File: config.mk
export PLATFORM = sky130hd
export DESIGN_NAME = dir_home_ctrl
export DESIGN_NICKNAME = d
export VERILOG_FILES = /design/src/rtl/dir_home_pkg.sv /design/src/rtl/dir_target_calc.sv /design/src/rtl/dir_writer_match.sv /design/src/rtl/dir_home_ctrl.sv
export SDC_FILE = /design/constraint.sdc
export NUM_CORES = 1
export LEC_CHECK = 0
export ABC_AREA = 1
export BUFFER_PORTS_ARGS = -buffer_cell sky130_fd_sc_hd__buf_4
export CORE_ASPECT_RATIO = 1.75
export CORE_MARGIN = 2
export CORE_UTILIZATION = 46
export DETAILED_ROUTE_END_ITERATION = 8
export HOLD_SLACK_MARGIN = 0.03
export PLACE_DENSITY = 0.6
export SLEW_MARGIN = 5
export SYNTH_ARGS = -nofsm -noshare
export SYNTH_HDL_FRONTEND = slang
export SYNTH_SLANG_ARGS = --single-unit
File: constraint.sdc
create_clock -name clk -period 7.15 [get_ports clk]
set_input_delay 1.43 -clock clk [delete_from_list [all_inputs] [get_ports clk]]
set_output_delay 1.43 -clock clk [all_outputs]
set_load 0.01 [all_outputs]
File: src/rtl/dir_home_pkg.sv
package dir_home_pkg;

   typedef enum logic [1:0] {
      RQ_READ   = 2'd0,
      RQ_WRITE  = 2'd1,
      RQ_MWRITE = 2'd2,
      RQ_WRITE2 = 2'd3
   } req_kind_e;

   typedef enum logic [2:0] {
      RS_KEEP   = 3'd0,
      RS_DROP   = 3'd1,
      RS_AGREE  = 3'd2,
      RS_REFUSE = 3'd3,
      RS_WBACK  = 3'd4,
      RS_STILL  = 3'd5,
      RS_LEFT   = 3'd6
   } rsp_kind_e;

   typedef enum logic [3:0] {
      MS_UPDATE  = 4'd0,
      MS_QUERY   = 4'd1,
      MS_FETCH   = 4'd2,
      MS_RDINV   = 4'd3,
      MS_DATA    = 4'd4,
      MS_XDATA   = 4'd5,
      MS_WACK    = 4'd6,
      MS_WACK_EX = 4'd7,
      MS_MWACK   = 4'd8
   } msg_kind_e;

   typedef enum logic [2:0] {
      BS_CLEAN    = 3'd0,
      BS_OWNED    = 3'd1,
      BS_RD_WAIT  = 3'd2,
      BS_WR_WAIT  = 3'd3,
      BS_QRY_WAIT = 3'd4,
      BS_MRD_WAIT = 3'd5
   } blk_state_e;

endpackage

File: src/rtl/dir_target_calc.sv
module dir_target_calc #(
   parameter int NODES = 16,
   localparam int NID_W = $clog2(NODES),
   localparam int CNT_W = $clog2(NODES + 1)
) (
   input  logic [NODES-1:0] sharers,
   input  logic [NID_W-1:0] src,
   output logic [NODES-1:0] self_mask,
   output logic [NODES-1:0] targets,
   output logic [CNT_W-1:0] tcount
);
   for (genvar i = 0; i < NODES; i++) begin : g_self
      assign self_mask[i] = (src == NID_W'(i));
   end

   assign targets = sharers & ~self_mask;

   always_comb begin
      tcount = '0;
      for (int i = 0; i < NODES; i++) begin
         tcount = tcount + CNT_W'(targets[i]);
      end
   end

   always_comb begin
      assert_self_onehot_R4: assert ($onehot(self_mask));
   end
endmodule

File: src/rtl/dir_writer_match.sv
module dir_writer_match #(
   parameter int NID_W        = 4,
   parameter bit USE_TWO_PTRS = 1'b1
) (
   input  logic [NID_W-1:0] src,
   input  logic [NID_W-1:0] last_w,
   input  logic [NID_W-1:0] prev_w,
   output logic             is_prior
);
   if (USE_TWO_PTRS) begin : g_two
      assign is_prior = (src == last_w) || (src == prev_w);
   end else begin : g_one
      logic unused_prev;
      assign unused_prev = ^prev_w;
      assign is_prior = (src == last_w);
   end
endmodule

File: src/rtl/dir_home_ctrl.sv
module dir_home_ctrl
   import dir_home_pkg::*;
#(
   parameter int NODES        = 16,
   parameter int NBLK         = 8,
   parameter bit USE_TWO_PTRS = 1'b1,
   localparam int NID_W = $clog2(NODES),
   localparam int BLK_W = $clog2(NBLK),
   localparam int CNT_W = $clog2(NODES + 1)
) (
   input  logic             clk,
   input  logic             rst_n,
   input  logic             req_valid,
   output logic             req_ready,
   input  logic [1:0]       req_kind,
   input  logic [NID_W-1:0] req_node,
   input  logic [BLK_W-1:0] req_blk,
   input  logic             rsp_valid,
   input  logic [2:0]       rsp_kind,
   input  logic [NID_W-1:0] rsp_node,
   input  logic [BLK_W-1:0] rsp_blk,
   output logic             msg_valid,
   output logic [3:0]       msg_kind,
   output logic [NODES-1:0] msg_dest,
   output logic [BLK_W-1:0] msg_blk
);
   if (NODES < 2 || NBLK < 2) begin : g_bad_params
      initial $fatal(1, "dir_home_ctrl: NODES and NBLK must both be at least 2");
   end

   localparam logic [NODES-1:0] ONE_N = NODES'(1);

   // per-block directory entry
   blk_state_e       st_q     [NBLK];
   logic [NODES-1:0] pres_q   [NBLK];
   logic             mig_q    [NBLK];
   logic [NID_W-1:0] lw_q     [NBLK];
   logic [NID_W-1:0] llw_q    [NBLK];
   logic [NID_W-1:0] rq_q     [NBLK];
   logic [CNT_W-1:0] cnt_q    [NBLK];
   logic             refuse_q [NBLK];

   logic             msg_valid_q;
   msg_kind_e        msg_kind_q;
   logic [NODES-1:0] msg_dest_q;
   logic [BLK_W-1:0] msg_blk_q;

   // request side decode
   logic [NODES-1:0] q_reqbit, q_targets;
   logic [CNT_W-1:0] q_tcount;
   logic             q_prior, q_mig_try, q_stable;

   dir_target_calc #(.NODES(NODES)) u_targets (
      .sharers   (pres_q[req_blk]),
      .src       (req_node),
      .self_mask (q_reqbit),
      .targets   (q_targets),
      .tcount    (q_tcount)
   );

   dir_writer_match #(.NID_W(NID_W), .USE_TWO_PTRS(USE_TWO_PTRS)) u_match (
      .src      (req_node),
      .last_w   (lw_q[req_blk]),
      .prev_w   (llw_q[req_blk]),
      .is_prior (q_prior)
   );

   assign q_mig_try = (req_kind == RQ_MWRITE) && !q_prior;
   assign q_stable  = (st_q[req_blk] == BS_CLEAN) || (st_q[req_blk] == BS_OWNED);
   assign req_ready = !rsp_valid && q_stable;

   // reply side decode
   logic [NODES-1:0] r_nodebit, r_reqbit, r_pres;
   logic             r_clear, r_last, r_others, r_refuse, r_ack_kind, r_qry_kind;

   always_comb begin
      r_nodebit  = ONE_N << rsp_node;
      r_reqbit   = ONE_N << rq_q[rsp_blk];
      r_clear    = (rsp_kind == RS_DROP) || (rsp_kind == RS_AGREE);
      r_pres     = r_clear ? (pres_q[rsp_blk] & ~r_nodebit) : pres_q[rsp_blk];
      r_last     = (cnt_q[rsp_blk] == CNT_W'(1));
      r_others   = |(r_pres & ~r_reqbit);
      r_refuse   = refuse_q[rsp_blk] || (rsp_kind == RS_REFUSE);
      r_ack_kind = (rsp_kind == RS_KEEP) || (rsp_kind == RS_DROP);
      r_qry_kind = (rsp_kind == RS_AGREE) || (rsp_kind == RS_REFUSE);
   end

   always_ff @(posedge clk) begin
      if (!rst_n) begin
         for (int i = 0; i < NBLK; i++) begin
            st_q[i]     <= BS_CLEAN;
            pres_q[i]   <= '0;
            mig_q[i]    <= 1'b0;
            lw_q[i]     <= '0;
            llw_q[i]    <= '0;
            rq_q[i]     <= '0;
            cnt_q[i]    <= '0;
            refuse_q[i] <= 1'b0;
         end
         msg_valid_q <= 1'b0;
         msg_kind_q  <= MS_DATA;
         msg_dest_q  <= '0;
         msg_blk_q   <= '0;
      end else begin
         msg_valid_q <= 1'b0;
         if (rsp_valid) begin
            msg_blk_q <= rsp_blk;
            msg_dest_q <= r_reqbit;
            unique case (st_q[rsp_blk])
               BS_RD_WAIT: if (rsp_kind == RS_WBACK) begin
                  msg_valid_q     <= 1'b1;
                  msg_kind_q      <= MS_DATA;
                  pres_q[rsp_blk] <= pres_q[rsp_blk] | r_reqbit;
                  st_q[rsp_blk]   <= BS_CLEAN;
               end
               BS_MRD_WAIT: if (rsp_kind == RS_STILL) begin
                  msg_valid_q     <= 1'b1;
                  msg_kind_q      <= MS_XDATA;
                  pres_q[rsp_blk] <= r_reqbit;
                  st_q[rsp_blk]   <= BS_OWNED;
               end else if (rsp_kind == RS_LEFT) begin
                  msg_valid_q     <= 1'b1;
                  msg_kind_q      <= MS_DATA;
                  mig_q[rsp_blk]  <= 1'b0;
                  pres_q[rsp_blk] <= pres_q[rsp_blk] | r_reqbit;
                  st_q[rsp_blk]   <= BS_CLEAN;
               end
               BS_WR_WAIT: if (r_ack_kind) begin
                  cnt_q[rsp_blk] <= cnt_q[rsp_blk] - CNT_W'(1);
                  if (!r_last) begin
                     pres_q[rsp_blk] <= r_pres;
                  end else if (r_others) begin
                     msg_valid_q     <= 1'b1;
                     msg_kind_q      <= MS_WACK;
                     pres_q[rsp_blk] <= r_pres;
                     st_q[rsp_blk]   <= BS_CLEAN;
                  end else begin
                     msg_valid_q     <= 1'b1;
                     msg_kind_q      <= MS_WACK_EX;
                     pres_q[rsp_blk] <= r_reqbit;
                     st_q[rsp_blk]   <= BS_OWNED;
                  end
               end
               BS_QRY_WAIT: if (r_qry_kind) begin
                  cnt_q[rsp_blk]    <= cnt_q[rsp_blk] - CNT_W'(1);
                  refuse_q[rsp_blk] <= r_refuse;
                  if (!r_last) begin
                     pres_q[rsp_blk] <= r_pres;
                  end else if (r_refuse) begin
                     msg_valid_q     <= 1'b1;
                     msg_kind_q      <= MS_WACK;
                     pres_q[rsp_blk] <= r_pres;
                     st_q[rsp_blk]   <= BS_CLEAN;
                  end else begin
                     msg_valid_q     <= 1'b1;
                     msg_kind_q      <= MS_MWACK;
                     mig_q[rsp_blk]  <= 1'b1;
                     pres_q[rsp_blk] <= r_reqbit;
                     st_q[rsp_blk]   <= BS_OWNED;
                  end
               end
               default: ;
            endcase
         end else if (req_valid && req_ready) begin
            msg_valid_q <= 1'b1;
            msg_blk_q   <= req_blk;
            if (req_kind == RQ_READ) begin
               if (st_q[req_blk] == BS_OWNED) begin
                  msg_kind_q     <= mig_q[req_blk] ? MS_RDINV : MS_FETCH;
                  msg_dest_q     <= pres_q[req_blk];
                  st_q[req_blk]  <= mig_q[req_blk] ? BS_MRD_WAIT : BS_RD_WAIT;
                  rq_q[req_blk]  <= req_node;
                  cnt_q[req_blk] <= CNT_W'(1);
               end else begin
                  msg_kind_q      <= MS_DATA;
                  msg_dest_q      <= q_reqbit;
                  pres_q[req_blk] <= pres_q[req_blk] | q_reqbit;
               end
            end else begin
               lw_q[req_blk]  <= req_node;
               llw_q[req_blk] <= lw_q[req_blk];
               rq_q[req_blk]  <= req_node;
               cnt_q[req_blk] <= q_tcount;
               if (q_tcount == '0) begin
                  msg_kind_q      <= q_mig_try ? MS_MWACK : MS_WACK_EX;
                  msg_dest_q      <= q_reqbit;
                  mig_q[req_blk]  <= q_mig_try;
                  pres_q[req_blk] <= q_reqbit;
                  st_q[req_blk]   <= BS_OWNED;
               end else begin
                  msg_kind_q        <= q_mig_try ? MS_QUERY : MS_UPDATE;
                  msg_dest_q        <= q_targets;
                  mig_q[req_blk]    <= 1'b0;
                  refuse_q[req_blk] <= 1'b0;
                  pres_q[req_blk]   <= pres_q[req_blk] | q_reqbit;
                  st_q[req_blk]     <= q_mig_try ? BS_QRY_WAIT : BS_WR_WAIT;
               end
            end
         end
      end
   end

   assign msg_valid = msg_valid_q;
   assign msg_kind  = msg_kind_q;
   assign msg_dest  = msg_dest_q;
   assign msg_blk   = msg_blk_q;

   // every accepted request answers or forwards in the following cycle
   assert_accept_replies_R2: assert property (@(posedge clk) disable iff (!rst_n)
      (req_valid && req_ready) |=> msg_valid);

   // a reply counted against a waiting write never finds the counter empty
   assert_no_ack_underflow_R6: assert property (@(posedge clk) disable iff (!rst_n)
      (rsp_valid && (st_q[rsp_blk] == BS_WR_WAIT || st_q[rsp_blk] == BS_QRY_WAIT))
      |-> (cnt_q[rsp_blk] != '0));

   // fan-out messages always address at least one node
   assert_fanout_nonempty_R4: assert property (@(posedge clk) disable iff (!rst_n)
      (msg_valid && (msg_kind == MS_UPDATE || msg_kind == MS_QUERY)) |-> (msg_dest != '0));

   for (genvar b = 0; b < NBLK; b++) begin : g_blk_chk
      assert_owned_single_R5: assert property (@(posedge clk) disable iff (!rst_n)
         (st_q[b] == BS_OWNED) |-> $onehot(pres_q[b]));
      assert_mig_never_clean_R9: assert property (@(posedge clk) disable iff (!rst_n)
         mig_q[b] |-> (st_q[b] != BS_CLEAN));
   end
endmodule

==> results of run 1 <==
==> power by group through the flow <==
stage | Sequential (µW) | Clock [µW] | Combinational, µW
floorplan | 2240 | 0 | 885
global placement | 2240 | 0 | 1510
detailed placement | 2240 | 0 | 1530
CTS | 2200 | 1680 | 1530
global route | 2210 | 1750 | 1680
finish | 2200 | 1660 | 1560
==> flip-flops by register name (all words and copies together), names as in the netlist <==
| signal | flops |
|---|---|
| refuse_q | 8 |
| mig_q | 8 |
| pres_q | 128 |
| llw_q | 32 |
| st_q | 24 |
| cnt_q | 40 |
| msg_blk | 3 |
| msg_dest | 16 |
| lw_q | 32 |
| rq_q | 32 |
| msg_kind | 4 |
| msg_valid | 1 |
==> final cells by class <==
cell class,instances,area share [%]
inverter,238,4.11
clock buffer,32,3.53
sequential,328,42.8
timing repair buffer,194,7.29
clock inverter,24,0.923
tap,555,3.14
multi-input combinational,1769,38.2
==> cells by family (layout without fill, tap and decap cells) <==
family                     Yosys count  count (layout)
AOI/OAI and AO/OA                  428             428
and+or+nand+nor                   1310            1310
buffers and inverters              359             488
DFF                                328             328
adders and majority gates           19              19
xor gates and xnor gates            12              12
==> worst min path at each step <==
stage / end
finish: msg_kind[2]$_SDFFE_PN1P_
global route: msg_dest[15]$_SDFFE_PN0N_
CTS: msg_dest[15]$_SDFFE_PN0N_
detailed placement: msg_kind[2]$_SDFFE_PN1P_
global placement: msg_dest[15]$_SDFFE_PN0N_
floorplan: msg_kind[2]$_SDFFE_PN1P_
==> routing by layer <==
layer	global-route usage [%]	vias to the layer above	wire length, µm
met5	0	-	0
met4	29.6	0	7890
met3	4.38	315	4700
met2	57.9	837	37200
met1	35.2	8743	25100
li1	-	8408	-
==> per-stage QoR <==
step	power, µW	hold WS, ps
after detailed placement	3770	466
after global placement	3750	457
final	5420	475
after floorplan	3120	489
after global routing	5640	500
after CTS	5420	478
==> cells in the final DEF (no fill, tap or decap), types with 3 or more instances in the layout <==
| cell type | count |
|---|---|
| inv_2 | 17 |
| buf_12 | 12 |
| clkinv_1 | 15 |
| xor2_1 | 11 |
| a21oi_1 | 100 |
| o22ai_1 | 27 |
| a211oi_1 | 6 |
| nor2_1 | 489 |
| o211ai_1 | 31 |
| nand4_1 | 28 |
| inv_4 | 4 |
| fa_1 | 8 |
| nand3_1 | 134 |
| buf_4 | 181 |
| o21ai_2 | 5 |
| edfxtp_1 | 288 |
| o2bb2ai_1 | 3 |
| a221oi_1 | 18 |
| ha_1 | 9 |
| o21ai_1 | 19 |
| nand2_1 | 582 |
| nor3_1 | 3 |
| nand2_2 | 27 |
| a31oi_1 | 14 |
| bufinv_16 | 3 |
| dfxtp_1 | 40 |
| clkinv_2 | 10 |
| nor2_4 | 5 |
| a22oi_1 | 17 |
| o21bai_1 | 7 |
| o21ai_0 | 163 |
| inv_1 | 209 |
| a22o_1 | 6 |
| nand3_2 | 9 |
| nand2_4 | 8 |
| nor2_2 | 15 |
| clkbuf_16 | 31 |
| nor4_1 | 3 |
==> critical path: stages <==
cell and delay [ps]:
buf_4 170, nor2_2 80, nand2_2 130, inv_1 110
a221oi_2 320, nand4_1 230, nand2_1 140, inv_1 50
ha_1 270, inv_1 40, fa_1 480, inv_1 50
fa_1 450, fa_1 520, fa_1 430, fa_2 380
fa_2 410, xor2_1 170, nor4_1 270, nand2_1 140
inv_2 100, nand2_4 160, inv_1 170, o21ai_0 180
nand2_1 180, buf_12 140, nor2_1 40
==> run summary, run 1 <==
WS Path Type - input port to register
worst slew pin tran - 1040 ps
YS warnings - 0
min-delay src - msg_kind[2]$_SDFFE_PN1P_
gp weighted congestion - 0.982
Comb pwr share - 28.7%
CTS resizes - 0
Layout Area Growth over Synthesis - 13.5%
Setup WS pre-CTS - -451 ps
Worst EP arrival - 7250 ps
max_slew headroom - 30.6%
Clock power frac - 30.7%
first-pass GRT wire length - 110000 µm
maximum vdd drop - 204 µV
syn nets - 2498
most common cell in the netlist - nand2_1
# H-tree levels - 1
Rows - 99
Hold Path Depth - 2
Max Fanout on Critical Path - 17
min-delay worst type - register to register
vias in the first global route - 17.9k
CP endpoint kind - register
Placed Cells - 3084
antenna viol nets, final - 0
drt first pass iters - 6
R2R Path Start - pres_q[0][0]$_SDFFCE_PN0P_
simple-gate share of the synthesized area - 28.0%
fmax - 0.145 GHz
# hold bufs at CTS - 0
switching power share of the total - 33.9%
async set-reset flop share out of synthesis - 0%
Die Height - 276 µm
sequential-to-total area share from yosys stat - 48.6%
DR vias/cell - 5.83
# setup viols final - 0
largest net degree at the start of global routing - 112
setup ws final - 260 ps
main combinational cell family by area after synthesis - simple AND/OR/NAND/NOR gates
flops & latches, synth - 328
leak pwr - 0.00952 µW
CP required - 7510 ps
Post-Synthesis Cells - 2456
Syn Area/Cell - 7.92 µm²
Remaining DRCs - 0
FILL cells - 4027
via count - 18.3k
Flop pwr share - 40.6%
synth unique cells - 55
dpl cell area - 0.0211 mm²
Chip Width - 159 µm
post-CTS setup buffer count - 0
total grt overflow - 0
Synth Area in Compound Gates - 13.1%
mapped cell area - 0.0195 mm²
final instance area - 0.0221 mm²
DP HPWL - 54000 µm
CTS tree - yes
fin crit share - 96.4%
final non-filler cell total - 3140
clk buf depth - 3
PwrDens - 245 mW/mm²
Slew Viols, Final - 0
main area contributors after synthesis - edfxtp_1, nand2_1, nor2_1
share of Yosys cell area claimed by the top area cell type - 44.5%
synth cell count leaders - nand2_1, nor2_1, edfxtp_1
fin nets - 2604
clock sinks - 328
gr usage total - 33.4%
Final Util - 52.9%
R2R depth - 25
status - complete, no violations
Top Ports - 48
clock root buffer - clkbuf_16
RSZ-0062 raised after global routing - false
xor/xnor share of the synthesized area - 0.540%
Critical Path Source - req_blk[1]
DIE AREA - 0.0440 mm²
Top FF cell, synth - edfxtp_1
share of layout cells above drive strength 1 - 13.3%
mux contribution to synthesized area - 0%
switching pwr - 1840 µW
final hold violations - 0
R2R Path End - pres_q[3][5]$_SDFFCE_PN0P_
drt total wl - 74900 µm
multi-input logic area - 0.00844 mm²
initial drt markers - 1580
Inserted Diodes - 0
Critical Path End - pres_q[3][5]$_SDFFCE_PN0P_
Adder-Cell Fraction of Synth Area - 1.61%
setup total negative slack - 0 ps
flop-to-flop setup slack - 1070 ps
storage element area - 0.00945 mm²
skew final - 24.5 ps
CTS Buf Count - 31
drt wl/cell - 23.9 µm
crit start category - input port
EDFF count, synth - 288
Starting Density - 46.6%
minimum clock period - 6890 ps
Port Buf Inserts - 47
initial antenna violation count - 0
top cell type by total area after synthesis - edfxtp_1
clock transition at the registers of the reported paths - 70 ps
cell internal pwr - 3580 µW
Worst-Skew Late Latency - 630 ps
core region area - 0.0417 mm²
Max Cap Viol - 0
(Power assumes the default switching activity.)
==> run 2: changes to the inputs <==
Settings changed: SYNTH_HIERARCHICAL set to 1.
==> run 2 against run 1 <==
Setup slack gained 58 ps. Via count shrank 2.8%. Sequential share of layout area grew 0.46 points. Total power shrank 4.2%. Clock-buffer cell count grew 4. Final cell count shrank 2.6%. Sequential power is essentially flat. Sequential cell count is the same. Combinational power shrank 12%. Core utilization shrank 0.25 points. Synthesized cell count shrank 3.3%. Largest cell class unchanged. Highest routed layer is now met5.
==> run summary, run 2 <==
status - complete, no violations
Post-Synthesis Cells - 2375
WS Path Type - input port to register
R2R Path End - refuse_q[1]$_DFF_P_
synth cell count leaders - nand2_1, nor2_1, edfxtp_1
min-delay worst type - register to register
Worst EP arrival - 7330 ps
minimum clock period - 6830 ps
Rows - 99
main area contributors after synthesis - edfxtp_1, nand2_1, nor2_1
clk buf depth - 3
Inserted Diodes - 0
max FFs per register - 128
Max Cap Viol - 0
clock sinks - 328
worst slew pin tran - 881 ps
final instance area - 0.0219 mm²
core region area - 0.0415 mm²
post-CTS setup buffer count - 0
initial drt markers - 2017
async set-reset flop share out of synthesis - 0%
drt first pass iters - 6
Hold Path Depth - 2
YS warnings - 6
Worst-Skew Late Latency - 600 ps
# H-tree levels - 1
Layout Area Growth over Synthesis - 13.6%
Chip Width - 159 µm
largest net degree at the start of global routing - 116
Die Height - 274 µm
slowest stage delay, CP - 550 ps
Remaining DRCs - 0
CP required - 7650 ps
DP HPWL - 51400 µm
Placed Cells - 3004
clock transition at the registers of the reported paths - 70 ps
drt total wl - 70900 µm
synth unique cells - 53
Starting Density - 46.3%
gr usage total - 32.8%
crit start category - input port
Max Fanout on Critical Path - 12
min-delay src - msg_blk[1]$_SDFFE_PN0N_
Slew Viols, Final - 0
syn nets - 2417
flop-to-flop setup slack - 1160 ps
most common cell in the netlist - nand2_1
most frequent cells in the layout - nand2_1, nor2_1, edfxtp_1, inv_1, buf_4
Critical Path Slowest Stage Cell - fa_1
vias in the first global route - 17.5k
RSZ-0062 raised after global routing - false
first-pass GRT wire length - 105000 µm
R2R Path Start - pres_q[4][0]$_SDFFCE_PN0P_
drt wl/cell - 23.2 µm
CP endpoint kind - register
Top Ports - 48
FILL cells - 3948
hold slack - 467 ps
Hold Path End - msg_blk[1]$_SDFFE_PN0N_
maximum vdd drop - 195 µV
flops & latches, synth - 328
dpl cell area - 0.0209 mm²
skew final - 8.98 ps
fin crit share - 95.5%
DR vias/cell - 5.82
final hold violations - 0
antenna viol nets, final - 0
Syn Area/Cell - 8.10 µm²
Largest Register - pres_q
total grt overflow - 0
Top FF cell, synth - edfxtp_1
fin nets - 2524
Port Buf Inserts - 47
gp weighted congestion - 0.947
sequential-to-total area share from yosys stat - 49.1%
share of layout cells above drive strength 1 - 13.7%
final non-filler cell total - 3059
# hold bufs at CTS - 0
leak pwr - 0.00926 µW
via count - 17.8k
initial antenna violation count - 1
DIE AREA - 0.0435 mm²
CP dominant cell by count - fa_1
clock root buffer - clkbuf_16
share of Yosys cell area claimed by the top area cell type - 45.0%
most common cell after layout, fill and taps aside - nand2_1
leading registers by flop count - pres_q x128, cnt_q x40
CTS Buf Count - 31
max_slew headroom - 41.2%
R2R depth - 26
CTS tree - yes
mapped cell area - 0.0192 mm²
# setup viols final - 0
top cell type by total area after synthesis - edfxtp_1
fmax - 0.146 GHz
EDFF count, synth - 288
PwrDens - 238 mW/mm²
[run 2: changes by cell type after synthesis, sizes merged, moves of 9 or more]
cell,change
nand4,+11
xor2,-10
a31oi,-12
inv,+17
o21ai,-9
nand2,-65
buf,-11
a21oi,-20
o2111ai,+9
a22oi,+21
nand3,-16
[run 2: worst max-delay path by stage]
stage                     startpoint                        to  slack, ps  depth (start not counted)
after global placement    req_blk[2]  msg_dest[1]$_SDFFE_PN0N_       -210                         29
after CTS                 req_blk[2]       refuse_q[0]$_DFF_P_        420                         32
after floorplan           req_blk[1]  msg_dest[3]$_SDFFE_PN0N_         50                         27
after global routing      req_blk[2]       refuse_q[1]$_DFF_P_         20                         32
after detailed placement  req_blk[2]       refuse_q[0]$_DFF_P_       -210                         32
final                     req_blk[2]       refuse_q[1]$_DFF_P_        320                         31
[run 2: worst max-delay path, delay by kind of cell]
kind / cells / cell delay [ps]
adders and majority gates: 6 / 2900
and+or+nand+nor: 11 / 1050
buffers and inverters: 10 / 1090
AOI/OAI and AO/OA: 4 / 830
[run 2: routing by layer]
metal | GRT usage, % | wire length [µm] | vias to the layer above
li1 | - | - | 8196
met1 | 35.9 | 24200 | 8412
met2 | 57.1 | 35200 | 942
met3 | 5.85 | 5780 | 240
met4 | 22.3 | 5610 | 2
met5 | 0 | 12 | -
[run 2: power by group]
part	internal, µW	switching [µW]
logic	468	902
registers	2160	35.9
clock network	869	762
total	3490	1700
[run 2: kinds of logic after synthesis]
kind of cell | after synthesis | share of synthesized area, %
AND/OR/NAND/NOR | 1240 | 27.4
adder cells (fa/ha/maj) | 19 | 1.63
XOR/XNOR | 4 | 0.182
AO/OA/AOI/OAI | 422 | 13.7
flip-flops | 328 | 49.1
buffers and inverters | 362 | 7.95
[run 2: metrics by stage]
step	utilization, %	TNS, ps	total power (µW)	setup slack (ps)
2_1_floorplan	-	0	2990	54.0
6_report	52.7	0	5190	318
3_3_place_gp	50.3	-11050	3540	-211
4_1_cts	52.6	0	5160	415
3_5_place_dp	50.3	-11170	3550	-207
5_1_grt	52.7	0	5390	18.2
[run 2: layout make-up]
cell class              instances  area, µm²  area share (%)
repair buffers                186       1530            7.02
flip-flops and latches        328       9450            43.2
multi-input cells            1685       8270            37.8
inverters                     250        948            4.34
clock inverters                19        164           0.750
clock buffers                  36        795            3.64
well taps                     555        694            3.18
[run 2: repair_timing]
action | in CTS | in global routing
endpoints found under the setup margin | 0 | 5
resized for setup | 0 | 2
hold endpoints to repair | 0 | 0
